<file path="config.mk">
export PLATFORM = sky130hd
export DESIGN_NAME = cfgscan_ctrl
export DESIGN_NICKNAME = d
export VERILOG_FILES = /design/src/rtl/cfgscan_pkg.sv /design/src/rtl/cfgscan_ctrl.sv
export SDC_FILE = /design/constraint.sdc
export NUM_CORES = 1
export LEC_CHECK = 0
export BUFFER_PORTS_ARGS = -buffer_cell sky130_fd_sc_hd__buf_2
export CORE_MARGIN = 2
export CORE_UTILIZATION = 35
export DETAILED_ROUTE_END_ITERATION = 6
export GPL_TIMING_DRIVEN = 0
export PLACE_DENSITY = 0.6
export SLEW_MARGIN = 10
export SYNTH_ARGS = -nofsm -noshare
export SYNTH_HDL_FRONTEND = slang
export SYNTH_SLANG_ARGS = --single-unit
</file>
<file path="constraint.sdc">
create_clock -name clk -period 2.1 [get_ports clk]
set_input_delay 0.42 -clock clk [delete_from_list [all_inputs] [get_ports clk]]
set_output_delay 0.42 -clock clk [all_outputs]
set_load 0.02 [all_outputs]
</file>
<file path="src/rtl/cfgscan_pkg.sv">
package cfgscan_pkg;
  localparam int CRC_W = 32;
  localparam logic [CRC_W-1:0] CRC_POLY   = 32'h04C1_1DB7;
  localparam logic [CRC_W-1:0] CRC_PRESET = 32'hFFFF_FFFF;

  typedef enum logic [0:0] {
    SCAN_IDLE = 1'b0,
    SCAN_RUN  = 1'b1
  } scan_state_e;

  // one message bit folded into the remainder, MSB first
  function automatic logic [CRC_W-1:0] crc_step(input logic [CRC_W-1:0] cur,
                                                input logic b);
    logic fb;
    fb = cur[CRC_W-1] ^ b;
    return {cur[CRC_W-2:0], 1'b0} ^ (fb ? CRC_POLY : '0);
  endfunction
endpackage

</file>
<file path="src/rtl/cfgscan_ctrl.sv">
module cfgscan_ctrl
  import cfgscan_pkg::*;
#(
  parameter int TOTAL = 32,
  localparam int CW = $clog2(TOTAL + 1)
) (
  input  logic             clk,
  input  logic             rst_n,
  input  logic             enable,
  input  logic             start,
  input  logic [CRC_W-1:0] expected_crc,
  input  logic             dat_valid,
  input  logic [CRC_W-1:0] crc_next,
  output logic             beat,
  output logic             start_acc,
  output logic             busy,
  output logic             done,
  output logic             error
);
  localparam logic [CW-1:0] LAST_IDX = CW'(TOTAL - 1);

  scan_state_e      state_q;
  logic [CW-1:0]    rcv_q;
  logic [CRC_W-1:0] exp_q;
  logic             last_beat;

  assign busy      = (state_q == SCAN_RUN);
  assign start_acc = (state_q == SCAN_IDLE) && enable && start;
  assign beat      = busy && enable && dat_valid;
  assign last_beat = beat && (rcv_q == LAST_IDX);

  always_ff @(posedge clk) begin
    if (!rst_n) begin
      state_q <= SCAN_IDLE;
      rcv_q   <= '0;
      exp_q   <= '0;
      done    <= 1'b0;
      error   <= 1'b0;
    end else begin
      done <= 1'b0;
      unique case (state_q)
        SCAN_IDLE: begin
          if (start_acc) begin
            state_q <= SCAN_RUN;
            rcv_q   <= '0;
            exp_q   <= expected_crc;
            error   <= 1'b0;
          end
        end
        SCAN_RUN: begin
          if (!enable) begin
            state_q <= SCAN_IDLE;
          end else if (beat) begin
            rcv_q <= rcv_q + 1'b1;
            if (last_beat) begin
              state_q <= SCAN_IDLE;
              done    <= 1'b1;
              error   <= (crc_next != exp_q);
            end
          end
        end
        default: state_q <= SCAN_IDLE;
      endcase
    end
  end

  a_r5_done_single: assert property (@(posedge clk) disable iff (!rst_n)
    done |=> !done);

  a_r5_done_not_busy: assert property (@(posedge clk) disable iff (!rst_n)
    done |-> !busy);

  a_r8_abort: assert property (@(posedge clk) disable iff (!rst_n)
    (busy && !enable) |=> (!busy && !done && !error));

  a_r9_busy_needs_start: assert property (@(posedge clk) disable iff (!rst_n)
    $rose(busy) |-> $past(enable && start));

  a_r9_hold_expect: assert property (@(posedge clk) disable iff (!rst_n)
    (busy && $past(busy)) |-> $stable(exp_q));

  a_r7_error_sticky: assert property (@(posedge clk) disable iff (!rst_n)
    !$stable(error) |-> (done || busy));

  a_r10_no_start_disabled: assert property (@(posedge clk) disable iff (!rst_n)
    (!busy && !enable) |=> !busy);
endmodule

</file>
==> flow_summary.ini, run 1 <==
[placement]
dpl.hpwl_um = 3520
placed_cell_area_sq_um = 2410
place.port_buffers = 72
globalplace.congestion = 0.767
dp_cells = 370

[critical_path]
reg2reg_setup_slack_ps = 790
cp_max_fo = 10
path_cells = nand3b_4, inv_2, buf_2, buf_2
slowest_delay_ps = 360
crit_path_start_kind = flip-flop
crit_type = flip-flop to output pin
critPathRequiredTime_ps = 1680
end_kind = output pin
worst_path_max_delay_cell = dfxtp_1
critPathLaunch = busy$_SDFF_PN0_
arrival_ps = 1420
r2r_start = rcv_q[0]$_SDFFE_PN0P_
crit_buf_inv = 3
cp_top_family = buffers and inverters
cp_common_cell = buf_2

[logic_synthesis]
synth_cell_types = 30
synth_top_cell_by_area = dfxtp_1
netlist_area_sq_um = 1960
yosysTopAreaCellShare_pct = 42.0
yosys_warnings = 0
syn_nets = 296
syn_inst = 226
synthTopCellsByArea = dfxtp_1 (42%), xnor2_1 (15%), nand2_1 (13%)
avgSynthCellArea_sq_um = 8.65
ys_seq_area_share_pct = 42.0
ys_ff_latch = 41

[cts]
cts_tree = yes
cts_root_buf = clkbuf_8
worst_skew_pair.late_latency_ps = 290
cts_sinks = 41
postCtsSetupBuffers = 0
ctsHoldBuffers = 0
cts_max_path_buffers = 2
cts_resized = 0
cts_buffers = 5
path_clk_slew_ps = 80
htree_levels = 2

[global_routing]
grt_pass1_vias = 1584
grt_remaining_overflow = 0
gr-usage-all-layers_pct = 15.0
antenna_found_initial = 0
grt_first_pass_wirelength_um = 7260
grt_max_degree = 13

[cells_and_area]
drive_gt1_share_pct = 31.0
final_nets = 375
stdcell_area_sq_um = 2510
diodes = 0
layoutNonFillerInstCount = 378
area_growth_pct = 28.2

[floorplanning]
initial_core_util_pct = 36.0
core-area_sq_um = 5440
dieArea_sq_um = 6200
fp.dieH_um = 78.8
pin_count = 74
std_cell_rows = 27
dieWidth_um = 78.8

[route]
routed_wl_um = 4580
via_count = 1738
drc = 0
wl_per_cell_um = 12.1
viasPerCell = 4.60
dr.pass1.iters = 4
drtAntennaViolNets = 0
drtIter0Drc = 39

[timing]
rsz0062_at_grt = no
maxSlewHeadroom_pct = 68.8
final.setup.tns_ps = 0
setup_viol = 0
drv_slew = 0
fin_skew_ps = 3.64
period_needed_ps = 1840
hold_slack_ps = 360
worst_pin_slew_ps = 468
finalCritPeriodShare_pct = 87.5
clock.fmax_mhz = 544
hold_viol = 0

[power_and_ir_drop]
powerDensity_nw_per_um2 = 648
fin_total_pwr_mw = 1.62
p_leak_nw = 1.00
vdd.ir_drop.worst_mv = 0.321

[worst_hold_path]
hold_path_startpoint = expected_crc[28]
hp-class = primary input to flip-flop

[run]
maxCapViolations = 0

[outcome]
status = finished clean
[tightest hold or removal path, stage by stage]
cell      delay, ps
buf_2            90
nand2_1          40
a21boi_1         50
[power breakdown]
part	total [mW]	leakage [nW]	switching, mW	internal [mW]
logic	0.234	0.614	0.109	0.125
clock network	0.563	0.0542	0.266	0.297
registers	0.828	0.334	0.0205	0.807
[layer usage]
layer  vias to the layer above  wire (um)  GRT usage [%]  part of all wire, %
met3                         4        270           3.64                  5.9
met5                         -          0              0                    0
met2                        54       2100           24.5                   46
met4                         0         23           3.68                 0.50
met1                       779       2180           19.9                   48
li1                        901          -              -                    -
[layout by cell type (no fill, tap or decap), types with 2 or more instances in the layout]
cell,count
a21boi_0,4
clkbuf_1,3
and2_1,3
o21ai_0,2
a21boi_1,29
nor2_1,3
nand4_1,8
xnor2_1,34
inv_1,2
nor4_1,2
nand3_1,4
clkbuf_8,7
dfxtp_1,41
o21ai_1,2
nand2_1,69
buf_2,77
[cells by family (layout without fill, tap and decap cells)]
family | count (synthesis) | in the layout | share of synthesized area (%)
AOI/OAI and AO/OA | 41 | 41 | 15.4
adders and majority gates | 1 | 1 | 0.640
buffers and inverters | 14 | 94 | 3.65
DFF | 41 | 41 | 42.0
xor gates and xnor gates | 35 | 35 | 15.7
and+or+nand+nor | 94 | 94 | 22.7
[through the flow]
step                util [%]  setup WS [ps]
floorplan                  -            730
global placement        44.2            406
detailed placement      44.2            408
CTS                     46.1            227
global route            46.1            139
finish                  46.1            262
[cell type report]
cell class / count / area (sq um)
repair buffers: 72 / 360
plain buffers: 11 / 60.1
inverters: 3 / 11.3
multi-input cells: 171 / 1060
fillers: 589 / 2930
well taps: 72 / 90.1
clock inverters: 1 / 5.00
flip-flops and latches: 41 / 821
clock buffers: 7 / 96.3
[registers in the layout, summed over array words and instances (netlist names)]
name	count
exp_q	32
busy	1
error	1
rcv_q	6
done	1
[synth_stat cells]
library cell,count
a21oi_1,1
a21boi_1,29
a31oi_1,1
and2_2,1
nand3_1,4
nand4_1,8
and2_1,3
xnor2_1,34
nor2_1,3
o21ai_1,2
inv_1,2
nor4_4,1
buf_2,5
ha_1,1
a21oi_2,1
nor4_1,2
buf_4,1
o21ai_0,2
clkbuf_2,1
nand3b_4,1
xor2_1,1
dfxtp_1,41
nand3_4,1
buf_6,1
clkbuf_1,3
or3_1,1
a211oi_2,1
a21boi_0,4
inv_2,1
nand2_1,69
[worst paths after layout]
| check | endpoint | cells past startpoint |
|---|---|---|
| worst min register to register | exp_q[12]$_SDFFE_PN0P_ | 2 |
| worst min-delay path | exp_q[28]$_SDFFE_PN0P_ | 3 |
| worst max register to register | busy$_SDFF_PN0_ | 5 |
| worst max-delay path | start_acc | 4 |
No activity file was read; power rests on OpenSTA's default activity.
==> run 2: changes to the inputs <==
--- a/config.mk
+++ b/config.mk
@@ -7,10 +7,10 @@
 export LEC_CHECK = 0
 export BUFFER_PORTS_ARGS = -buffer_cell sky130_fd_sc_hd__buf_2
 export CORE_MARGIN = 2
-export CORE_UTILIZATION = 35
+export CORE_UTILIZATION = 36
 export DETAILED_ROUTE_END_ITERATION = 6
 export GPL_TIMING_DRIVEN = 0
-export PLACE_DENSITY = 0.6
+export PLACE_DENSITY = 0.62
 export SLEW_MARGIN = 10
 export SYNTH_ARGS = -nofsm -noshare
 export SYNTH_HDL_FRONTEND = slang
==> flow_summary.ini, run 2 (synthesis results as in run 1) <==
[outcome]
status = finished clean

[cells_and_area]
layout_commonest_cell = buf_2
reg.largest.list = exp_q: 32 flops, rcv_q: 6 flops
drive_gt1_share_pct = 30.7
final_util_pct = 48.7
area_growth_pct = 28.9
diodes = 0
final_nets = 375
layout_common_cells = buf_2 (77), nand2_1 (69), dfxtp_1 (41)
top_register = exp_q
largest_reg_flops = 32

[cts]
postCtsSetupBuffers = 0
ctsHoldBuffers = 0
path_clk_slew_ps = 80
cts_buffers = 5
cts_root_buf = clkbuf_8
cts_sinks = 41
htree_levels = 2
cts_resized = 0
cts_max_path_buffers = 2
worst_skew_pair.late_latency_ps = 290
cts_tree = yes

[route]
dr.pass1.iters = 4
wl_per_cell_um = 12.2
wl_met3_um = 308
drtIter0Drc = 43
routed_wl_um = 4600
viasPerCell = 4.49
route.met2.wl_um = 2040
drc = 0
top_layer = met4
via_count = 1690
wl_met1_um = 2180
drtAntennaViolNets = 0

[critical_path]
end_kind = output pin
r2r_cells = 5
regToRegEndpoint = busy$_SDFF_PN0_
critPathLaunch = busy$_SDFF_PN0_
worst_path_max_delay_cell = dfxtp_1
crit_path_end = start_acc
crit_type = flip-flop to output pin
crit_path_start_kind = flip-flop
slowest_delay_ps = 360
cp_common_cell = buf_2
path_cells = nand3b_4, inv_2, buf_2, buf_2
reg2reg_setup_slack_ps = 820
r2r_start = rcv_q[0]$_SDFFE_PN0P_
cp_max_fo = 10
critPathRequiredTime_ps = 1680
arrival_ps = 1410

[floorplanning]
dieWidth_um = 77.7
fp.dieH_um = 77.7
pin_count = 74
dieArea_sq_um = 6040
initial_core_util_pct = 37.8
core-area_sq_um = 5170
std_cell_rows = 26

[worst_hold_path]
hp-class = primary input to flip-flop
hold_path_startpoint = expected_crc[15]

[timing]
rsz0062_at_grt = no
drv_slew = 0
finalCritPeriodShare_pct = 87.3
final.setup.tns_ps = 0
period_needed_ps = 1830
setup_viol = 0
fin_skew_ps = 4.81
clock.fmax_mhz = 545
maxSlewHeadroom_pct = 67.7
worst_pin_slew_ps = 484
hold_viol = 0

[power_and_ir_drop]
sw_frac_of_total_pct = 23.5
pwr-share-comb_pct = 13.6
internal_power_mw = 1.32
pwr-share-clk_pct = 38.4
p_leak_nw = 1.01
seqPwrFrac_pct = 48.0
p_sw_mw = 0.405
powerDensity_nw_per_um2 = 684
vdd.ir_drop.worst_mv = 0.427

[placement]
globalplace.congestion = 0.745
dpl.hpwl_um = 3490
place.port_buffers = 72

[global_routing]
grt_remaining_overflow = 0
grt_max_degree = 13
antenna_found_initial = 0
grt_pass1_vias = 1637
gr-usage-all-layers_pct = 16.2
grt_first_pass_wirelength_um = 7590

[run]
maxCapViolations = 0
## run 2: cell count changes in the layout (fill, tap and decap cells not counted), sizes merged
cell,previous run,this run
clkinv,1,0
bufinv,0,1
## run 2: power by group through the flow
stage	Sequential [mW]	Clock (mW)	Combinational, mW
floorplan	0.844	0	0.134
global placement	0.846	0	0.238
detailed placement	0.846	0	0.239
CTS	0.828	0.675	0.240
global route	0.831	0.705	0.266
finish	0.828	0.662	0.235
## run 2: final cells by class
cell class	count	area, sq um
Timing Repair Buffer	72	360
Tap cell	70	87.6
Clock inverter	1	30.0
Sequential cell	41	821
Buffer	11	60.1
Fill cell	552	2650
Multi-Input combinational cell	171	1060
Inverter	3	11.3
Clock buffer	7	86.3
## run 2: how the worst min path moves through the flow
stage / to / cells past startpoint / slack [ps]
2_1_floorplan: exp_q[0]$_SDFFE_PN0P_ / 2 / 450
3_3_place_gp: exp_q[31]$_SDFFE_PN0P_ / 2 / 450
3_5_place_dp: exp_q[15]$_SDFFE_PN0P_ / 2 / 460
4_1_cts: exp_q[29]$_SDFFE_PN0P_ / 3 / 350
5_1_grt: exp_q[15]$_SDFFE_PN0P_ / 3 / 360
6_report: exp_q[15]$_SDFFE_PN0P_ / 3 / 350
## run 2: worst max-delay path, delay by kind of cell, from the launching register on
| kind | cells | cell delay (ps) |
|---|---|---|
| buffers and inverters | 3 | 550 |
| flip-flops | 1 | 360 |
| AND/OR/NAND/NOR | 1 | 200 |
## run 2: per-layer routing
layer	up-vias	track usage, %
met3	5	3.72
met1	740	21.7
met2	49	25.0
met4	0	6.96
li1	896	-
met5	-	0
## run 2: stage by stage
stage	instance area [sq um]	setup slack, ps	power [mW]	instances	hold WS [ps]
after floorplan	1960	730	0.977	226	448
after global placement	2400	411	1.08	368	453
after detailed placement	2400	421	1.09	368	457
after CTS	2520	232	1.74	376	347
after global routing	2520	137	1.80	376	363
final	2520	266	1.72	376	349
==> run 3: changes to the inputs <==
--- a/config.mk
+++ b/config.mk
@@ -6,6 +6,7 @@
 export NUM_CORES = 1
 export LEC_CHECK = 0
 export BUFFER_PORTS_ARGS = -buffer_cell sky130_fd_sc_hd__buf_2
+export CORE_ASPECT_RATIO = 1.75
 export CORE_MARGIN = 2
 export CORE_UTILIZATION = 36
 export DETAILED_ROUTE_END_ITERATION = 6
==> constraint.sdc (replaced) <==
create_clock -name clk -period 2.3 [get_ports clk]
set_input_delay 0.46 -clock clk [delete_from_list [all_inputs] [get_ports clk]]
set_output_delay 0.46 -clock clk [all_outputs]
set_load 0.02 [all_outputs]
==> flow_summary.ini, run 3 (synthesis results as in run 1) <==
[outcome]
status = finished clean

[critical_path]
critPathRequiredTime_ps = 1840
cp_max_fo = 10
end_kind = output pin
crit_type = flip-flop to output pin
arrival_ps = 1380
crit_path_start_kind = flip-flop

[route]
wl_met3_um = 197
top_layer = met4
wl_met1_um = 1710
drc = 0
via_count = 1735
drtIter0Drc = 41
routed_wl_um = 4560
route.met2.wl_um = 2580
wl_per_cell_um = 12.7
viasPerCell = 4.83
dr.pass1.iters = 4
drtAntennaViolNets = 0

[cts]
htree_levels = 2
ctsHoldBuffers = 0
cts_buffers = 5
path_clk_slew_ps = 70
cts_sinks = 41
cts_resized = 0
worst_skew_pair.late_latency_ps = 290
cts_tree = yes
cts_max_path_buffers = 2
postCtsSetupBuffers = 0
cts_root_buf = clkbuf_8

[placement]
globalplace.congestion = 0.774
dp_slack_ps = 573
place.port_buffers = 72
placed_cell_area_sq_um = 2380
dpl.hpwl_um = 3650

[timing]
setup_slack_ps = 465
rsz0062_at_grt = no
hold_viol = 0
setup_viol = 0
clock.fmax_mhz = 545
period_needed_ps = 1840
final.setup.tns_ps = 0
worst_pin_slew_ps = 463
hold_slack_ps = 399
drv_slew = 0
fin_skew_ps = 6.45
finalCritPeriodShare_pct = 79.8
maxSlewHeadroom_pct = 68.8

[global_routing]
gr-usage-all-layers_pct = 16.2
grt_max_degree = 12
antenna_found_initial = 0
grt_first_pass_wirelength_um = 7420
grt_pass1_vias = 1695
grt_remaining_overflow = 0

[cells_and_area]
area_growth_pct = 25.7
reg.largest.list = exp_q: 32 flops, rcv_q: 6 flops
layout_commonest_cell = buf_2
final_util_pct = 46.8
multi_input_area_sq_um = 1060
largest_reg_flops = 32
num-fill-cells = 572
register_area_sq_um = 821
layout_common_cells = buf_2 (77), nand2_1 (69), dfxtp_1 (41)
drive_gt1_share_pct = 30.6
top_register = exp_q
stdcell_area_sq_um = 2460
final_nets = 375
diodes = 0

[power_and_ir_drop]
internal_power_mw = 1.05
pwr-share-comb_pct = 15.2
pwr-share-clk_pct = 30.9
vdd.ir_drop.worst_mv = 0.281
p_leak_nw = 0.988
sw_frac_of_total_pct = 25.0
p_sw_mw = 0.350
powerDensity_nw_per_um2 = 570
seqPwrFrac_pct = 53.9

[floorplanning]
pin_count = 74
dieWidth_um = 59.7
std_cell_rows = 35
dieArea_sq_um = 6060
initial_core_util_pct = 37.2
core-area_sq_um = 5260
fp.dieH_um = 102

[worst_hold_path]
hp-class = primary input to flip-flop

[run]
maxCapViolations = 0
run 3: changes by cell type in the layout (fill, tap and decap cells not counted):
cell,previous run,this run
clkbuf_8,6,5
bufinv_16,1,0
clkinv_2,0,1
clkbuf_1,4,3
run 3: through the flow:
step	power [mW]	instances
2_1_floorplan	0.892	226
3_3_place_gp	0.987	353
3_5_place_dp	0.989	353
4_1_cts	1.42	359
5_1_grt	1.47	359
6_report	1.40	359
run 3: cell type report:
cell class / count / area share [%]
multi-input cells: 171 / 43.3
inverters: 3 / 0.458
flip-flops and latches: 41 / 33.4
clock buffers: 5 / 2.80
plain buffers: 11 / 2.44
clock inverters: 1 / 0.204
repair buffers: 72 / 14.7
well taps: 55 / 2.80
run 3: worst max-delay path, stage by stage, from the launching register on:
cell,delay [ps]
dfxtp_1,360
nand3b_4,200
inv_2,110
buf_2,220
buf_2,200
run 3: layer usage:
metal  vias up  GRT usage [%]
li1        896              -
met2        40           30.4
met5         -              0
met1       792           17.0
met4         0           5.98
met3         7           3.19
run 3: worst paths after layout:
check | end | depth (start not counted) | slack [ps] | startpoint
setup / recovery | start_acc | 4 | 460 | busy$_SDFF_PN0_
hold / removal | exp_q[24]$_SDFFE_PN0P_ | 3 | 400 | expected_crc[24]
setup reg to reg | busy$_SDFF_PN0_ | 5 | 940 | rcv_q[0]$_SDFFE_PN0P_
hold reg to reg | exp_q[31]$_SDFFE_PN0P_ | 2 | 460 | exp_q[31]$_SDFFE_PN0P_
run 3: power groups by stage:
stage               Clock [mW]  Combinational [mW]  Sequential (mW)
finish                   0.433               0.213            0.756
global route             0.475               0.238            0.759
CTS                      0.446               0.218            0.756
detailed placement           0               0.217            0.773
global placement             0               0.215            0.772
floorplan                    0               0.122            0.770
